`config.mk`:
```
export PLATFORM = sky130hd
export DESIGN_NAME = vhold_scan_chain
export DESIGN_NICKNAME = d
export VERILOG_FILES = /design/src/rtl/vhs_pkg.sv /design/src/rtl/vhs_scan_cell.sv /design/src/rtl/vhs_hold_bank.sv /design/src/rtl/vhs_chain_router.sv /design/src/rtl/vhold_scan_chain.sv
export SDC_FILE = /design/constraint.sdc
export NUM_CORES = 1
export LEC_CHECK = 0
export BUFFER_PORTS_ARGS = -buffer_cell sky130_fd_sc_hd__buf_2
export CAP_MARGIN = 20
export CELL_PAD_IN_SITES_DETAIL_PLACEMENT = 1
export CELL_PAD_IN_SITES_GLOBAL_PLACEMENT = 2
export CORE_MARGIN = 5
export CORE_UTILIZATION = 30
export DETAILED_ROUTE_END_ITERATION = 10
export GPL_ROUTABILITY_DRIVEN = 0
export PLACE_DENSITY_LB_ADDON = 0.1
export SLEW_MARGIN = 25
export SYNTH_ARGS = -nofsm -noshare
export SYNTH_HDL_FRONTEND = slang
export SYNTH_SLANG_ARGS = --single-unit
```
`constraint.sdc`:
```
create_clock -name clk -period 1.6 [get_ports clk]
set_input_delay 0.08 -clock clk [delete_from_list [all_inputs] [get_ports clk]]
set_output_delay 0.08 -clock clk [all_outputs]
set_load 0.02 [all_outputs]
```
`src/rtl/vhs_pkg.sv`:
```
package vhs_pkg;

  typedef enum logic [1:0] {
    CELL_FUNC   = 2'd0,
    CELL_SHIFT  = 2'd1,
    CELL_RELOAD = 2'd2
  } cell_mode_e;

  function automatic int ceil_div(input int num, input int den);
    return (num + den - 1) / den;
  endfunction

  // last cell index belonging to cluster c
  function automatic int cluster_tail(input int c, input int size, input int cells);
    int last;
    last = (c + 1) * size - 1;
    return (last > cells - 1) ? cells - 1 : last;
  endfunction

  // hold register that serves cell i
  function automatic int hold_index(input int i, input int share);
    return i / share;
  endfunction

  // cell sampled by hold register h
  function automatic int hold_leader(input int h, input int share);
    return h * share;
  endfunction

  function automatic cell_mode_e decode_mode(input logic test, input logic restore);
    if (!test) return CELL_FUNC;
    return restore ? CELL_RELOAD : CELL_SHIFT;
  endfunction

endpackage

```
`src/rtl/vhs_scan_cell.sv`:
```
module vhs_scan_cell (
  input  logic clk,
  input  logic rst_n,
  input  logic sel_hold,
  input  logic sel_test,
  input  logic d_func,
  input  logic d_scan,
  input  logic d_hold,
  output logic q
);
  logic upper_mux;
  logic next_q;

  // first stage: scan path or hold line
  assign upper_mux = sel_hold ? d_hold : d_scan;
  // second stage: test source or functional data
  assign next_q    = sel_test ? upper_mux : d_func;

  always_ff @(posedge clk or negedge rst_n) begin
    if (!rst_n) q <= 1'b0;
    else        q <= next_q;
  end
endmodule

```
`src/rtl/vhs_hold_bank.sv`:
```
module vhs_hold_bank #(
  parameter int NUM_CELLS  = 10,
  parameter int HOLD_SHARE = 1
) (
  input  logic                 clk,
  input  logic                 load,
  input  logic [NUM_CELLS-1:0] cell_q,
  output logic [NUM_CELLS-1:0] hold_line
);
  localparam int NUM_HOLDS = vhs_pkg::ceil_div(NUM_CELLS, HOLD_SHARE);

  logic [NUM_HOLDS-1:0] held;

  for (genvar h = 0; h < NUM_HOLDS; h++) begin : g_hold
    localparam int LEAD = vhs_pkg::hold_leader(h, HOLD_SHARE);
    // not cleared by cell reset: the vector survives it
    always_ff @(posedge clk) begin
      if (load) held[h] <= cell_q[LEAD];
    end
  end

  for (genvar i = 0; i < NUM_CELLS; i++) begin : g_line
    localparam int SRC = vhs_pkg::hold_index(i, HOLD_SHARE);
    assign hold_line[i] = held[SRC];
  end
endmodule

```
`src/rtl/vhs_chain_router.sv`:
```
module vhs_chain_router #(
  parameter int NUM_CELLS    = 10,
  parameter int CLUSTER_SIZE = 4
) (
  input  logic                    scan_in,
  input  logic [NUM_CELLS-1:0]    cell_q,
  output logic [NUM_CELLS-1:0]    scan_path,
  output logic                    scan_out,
  output logic [vhs_pkg::ceil_div(NUM_CELLS, CLUSTER_SIZE)-1:0] cluster_resp
);
  localparam int NUM_CLUSTERS = vhs_pkg::ceil_div(NUM_CELLS, CLUSTER_SIZE);

  assign scan_path[0] = scan_in;
  for (genvar i = 1; i < NUM_CELLS; i++) begin : g_link
    assign scan_path[i] = cell_q[i-1];
  end

  for (genvar c = 0; c < NUM_CLUSTERS; c++) begin : g_tail
    localparam int TAIL = vhs_pkg::cluster_tail(c, CLUSTER_SIZE, NUM_CELLS);
    assign cluster_resp[c] = cell_q[TAIL];
  end

  assign scan_out = cell_q[NUM_CELLS-1];
endmodule

```
`src/rtl/vhold_scan_chain.sv`:
```
module vhold_scan_chain #(
  parameter int NUM_CELLS    = 10,
  parameter int CLUSTER_SIZE = 4,
  parameter int HOLD_SHARE   = 1,
  localparam int NUM_CLUSTERS = vhs_pkg::ceil_div(NUM_CELLS, CLUSTER_SIZE)
) (
  input  logic                    clk,
  input  logic                    rst_n,
  input  logic                    test_mode,
  input  logic                    hold_restore,
  input  logic                    hold_load,
  input  logic [NUM_CELLS-1:0]    func_d,
  input  logic                    scan_in,
  output logic [NUM_CELLS-1:0]    cell_q,
  output logic                    scan_out,
  output logic [NUM_CLUSTERS-1:0] cluster_resp
);
  vhs_pkg::cell_mode_e mode;
  logic                 sel_hold;
  logic                 sel_test;
  logic [NUM_CELLS-1:0] scan_path;
  logic [NUM_CELLS-1:0] hold_line;

  assign mode     = vhs_pkg::decode_mode(test_mode, hold_restore);
  assign sel_test = (mode != vhs_pkg::CELL_FUNC);
  assign sel_hold = (mode == vhs_pkg::CELL_RELOAD);

  for (genvar i = 0; i < NUM_CELLS; i++) begin : g_cell
    vhs_scan_cell u_cell (
      .clk     (clk),
      .rst_n   (rst_n),
      .sel_hold(sel_hold),
      .sel_test(sel_test),
      .d_func  (func_d[i]),
      .d_scan  (scan_path[i]),
      .d_hold  (hold_line[i]),
      .q       (cell_q[i])
    );
  end

  vhs_hold_bank #(
    .NUM_CELLS (NUM_CELLS),
    .HOLD_SHARE(HOLD_SHARE)
  ) u_hold (
    .clk      (clk),
    .load     (hold_load),
    .cell_q   (cell_q),
    .hold_line(hold_line)
  );

  vhs_chain_router #(
    .NUM_CELLS   (NUM_CELLS),
    .CLUSTER_SIZE(CLUSTER_SIZE)
  ) u_route (
    .scan_in     (scan_in),
    .cell_q      (cell_q),
    .scan_path   (scan_path),
    .scan_out    (scan_out),
    .cluster_resp(cluster_resp)
  );
endmodule

```
; ---- Yosys cells after proc, flatten, opt, wreduce, memory -nomap -nowiden
; Cells that the tools add are included.
[op_classes]
n_eq_ne = 1
muxes = 22
reduce_logical = 1
[ops]
columns = op, count
row1 = 2-to-1 mux 1 bit, 20
row2 = 2-to-1 mux 2 bit, 2
row3 = equality test 2 bit (second input constant), 1
row4 = nonzero test 2 bit, 1
[totals]
in_bits = 16
word_cells = 44
reg_bits = 20
out_inout_bits = 14

; ---- Logic depth before layout (Yosys ltp)
[depth]
ltp_word = 5
depth_mapped = 3
ltp_nobuf = 2

; ---- By module
; From an unflattened synthesis, not the netlist that was laid out.
[unflattened]
hier_cells = 66
area_unflattened_um2 = 853.3
[by_module_without_submodules]
columns = module, cells_per_inst, instances, seq_area_each_um2, area_each_um2
row1 = vhs_scan_cell, 4, 10, 25.0, 43.8
row2 = vhs_hold_bank, 10, 1, 300.3, 300.3
row3 = vhs_chain_router, 14, 1, 0.0, 105.1
row4 = vhold_scan_chain, 2, 1, 0.0, 10.0

; ---- Worst setup path before layout
; No wires, ideal clock.
[synth_path]
path_type = register to register
from = register g_cell[9].u_cell.q
to = register u_hold.held[9] (netlist: u_hold.hold_line[9]) (data pin)
setup_slack_ns = 0.862
path_buffers = 0
setup_time_ns = 0.298
arrival_ns = 0.441
path_stages_with_launch = 1
period_less_slack_ns = 0.738
t_required_ns = 1.302
path_cell_list = dfrtp_1
[synth_lines]
columns = element, line_no
row1 = from (decl), vhs_scan_cell.sv:9  ; output logic q
row2 = from (signal assigned), vhs_scan_cell.sv:21  ; else q <= next_q;
row3 = "to (signal, indexed assignment)", vhs_hold_bank.sv:18  ; if (load) held[h] <= cell_q[LEAD];
row4 = to (decl), vhs_hold_bank.sv:12  ; logic [NUM_HOLDS-1:0] held;
; No word-level cell between the ends.

; ---- Final worst setup path
[layout_path]
from = register g_cell[3].u_cell.q
to = output port cell_q[3]
[layout_lines]
columns = element, line_no
row1 = from (decl), vhs_scan_cell.sv:9
row2 = from (signal assigned), vhs_scan_cell.sv:21
row3 = to (decl), vhold_scan_chain.sv:14  ; output logic [NUM_CELLS-1:0] cell_q,
; No word-level cell between the ends.

==> flow_metrics.tcl <==
set metrics [dict create \
    die_h_um 63.4 \
    final_common_cell "buf_2" \
    cp-start-kind "flip-flop" \
    setup.worst_path.class "reg2out" \
    ys_seq_area_share_pct 64.3 \
    cp-end-kind "output port" \
    path_clk_slew_ns 0.10 \
    period_share_pct 61.1 \
    critPathMaxFanout 4 \
    clock_tree.root_cell "clkbuf_4" \
    drtIter0Drc 16 \
    die_area_um2 4020 \
    syn_area_per_cell_um2 13.0 \
    power.density_nw_per_um2 1060 \
    grt_pass1_wl_mm 2.79 \
    crit_slowest_cell "dfrtp_1" \
    hold_path_class "in2reg" \
    synthToLayoutAreaGrowth_pct 12.0 \
    p_leak_nw 0.430 \
    max_freq_mhz 1020 \
    wl_per_cell_um 14.3 \
    num_vias 516 \
    switchingPower_w 0.000267 \
    max_cap_viol_count 0 \
    ioPinCount 30 \
    clkPwrFrac_pct 23.2 \
    fin_skew_ns 0.00408 \
    intPower_w 0.000750 \
    fillers 305 \
    die_w_um 63.4 \
    routed_wl_mm 1.65 \
    ant_nets 0 \
    postCtsResizedCells 0 \
    placed_cells 110 \
    rows 19 \
    fin_util_pct 35.1 \
    port_buffers 29 \
    rsz0062_at_grt "no" \
    crit_path_max_incr_delay_ns 0.43 \
    crit_required_ns 1.52 \
    initial_core_util_pct 31.3 \
    min_period_ns 0.977 \
    cts_max_level 1 \
    routed_via_density 4.49 \
    seqCellArea_um2 551 \
    combPwrFrac_pct 16.0 \
    cp.arrival_ns 0.90 \
    grt_max_degree 21 \
    peakVddDrop_mv 0.492 \
    drc 0 \
    cts_sinks 20 \
    dp_hpwl_mm 1.23 \
    hold_ws_ns 0.0283 \
    cts_made_buffers 3 \
    drt_pre_antenna_iters 4 \
    tns_ns 0 \
    path_cells "buf_2" \
    num_antenna_cells 0 \
    setup_viol 0 \
    drive_gt1_share_pct 38.1 \
    cts_tree "yes" \
    syn_nets 82 \
    synth_cell_type_count 9 \
    relSlewSlack_pct 75.9 \
    antenna_found_initial 0 \
    yosysWarnings 0 \
    finalHoldViolations 0 \
    syn_area_um2 856 \
    crit_buf_inv 1 \
    core-area_um2 2730 \
    clock_path_buffers 2 \
    synth_seq_cells 20 \
    final_nets 101 \
    status "completed" \
    p_sw_share_pct 26.3 \
    cpLargestDelayFamily "flip-flops" \
    yosys-top-cells-area "edfxtp_1, dfrtp_1, mux2i_1" \
    synth_area_leader_cell "edfxtp_1" \
    drv_slew 0 \
    netlist_instances 66 \
    final_area_um2 958 \
    grt_use_total_pct 9.00 \
    worst_pin_slew_ns 0.361 \
    clk_latency_ns 0.29 \
    grt.overflow.total 0 \
    synth_top_area_share_pct 35.1 \
    grt_pass1_vias 553 \
    fin_cells 115 \
    place_area_um2 922 \
    sequentialPowerShare_pct 60.8 \
    multiInputGateArea_um2 188 \
]
final timing paths:
path | end | slack, ns | startpoint | depth (start not counted)
max | cell_q[3] | 0.62 | g_cell[3].u_cell.q$_DFF_PN0_ | 1
min | g_cell[0].u_cell.q$_DFF_PN0_ | 0.03 | func_d[0] | 3
max reg2reg | g_cell[4].u_cell.q$_DFF_PN0_ | 0.82 | g_cell[3].u_cell.q$_DFF_PN0_ | 2
min reg2reg | u_hold.hold_line[4]$_DFFE_PP_ | 0.48 | g_cell[4].u_cell.q$_DFF_PN0_ | 0
max in group asynchronous | g_cell[9].u_cell.q$_DFF_PN0_ | 1.23 | rst_n | 2
min in group asynchronous | g_cell[5].u_cell.q$_DFF_PN0_ | 0.17 | rst_n | 2
power groups by stage:
stage	Combinational (W)	Clock, W	Sequential, W
floorplan	0.000139	0	0.000623
global placement	0.000165	0	0.000627
detailed placement	0.000165	0	0.000630
CTS	0.000166	0.000254	0.000619
global route	0.000178	0.000279	0.000626
finish	0.000162	0.000236	0.000618
state kept, by name (all words and copies together), names as in the netlist:
signal            cells
u_hold.hold_line     10
g_cell.u_cell.q      10
synth_stat cells:
| master | number |
|---|---|
| nor2_1 | 10 |
| mux2i_1 | 10 |
| edfxtp_1 | 10 |
| buf_6 | 1 |
| buf_2 | 1 |
| clkbuf_1 | 1 |
| buf_4 | 13 |
| a21oi_1 | 10 |
| dfrtp_1 | 10 |
routing by layer:
metal	share of wire, %	track usage, %	vias to the layer above
li1	-	-	250
met1	43	11.4	248
met2	48	13.2	16
met3	8.1	4.44	2
met4	0.97	3.12	0
met5	0	0	-
cells by family (layout without fill, tap and decap cells):
kind of cell / Yosys count / count (layout) / synth area share, %
buf+inv: 16 / 34 / 13.7
mux: 10 / 10 / 11.7
flops: 20 / 20 / 64.3
simple gates: 10 / 10 / 4.39
compound gates: 10 / 10 / 5.85
layout make-up:
type                            instances  area share, %
Clock buffer                            4           2.74
Multi-Input combinational cell         30           19.6
Sequential cell                        20           57.4
Tap cell                               31           4.05
Timing Repair Buffer                   30           16.2
per-stage QoR:
stage / total power, W / worst slack, ns
after floorplan: 0.000763 / 0.862
after global placement: 0.000792 / 0.738
after detailed placement: 0.000795 / 0.752
after CTS: 0.00104 / 0.605
after global routing: 0.00108 / 0.571
final: 0.00102 / 0.623
timing repair:
action                     CTS  global route
setup buffers                0             0
hold endpoints to repair    10             0
hold buffers                 1             0
setup endpoints to repair    0             0
No activity file was read; power rests on OpenSTA's default activity.
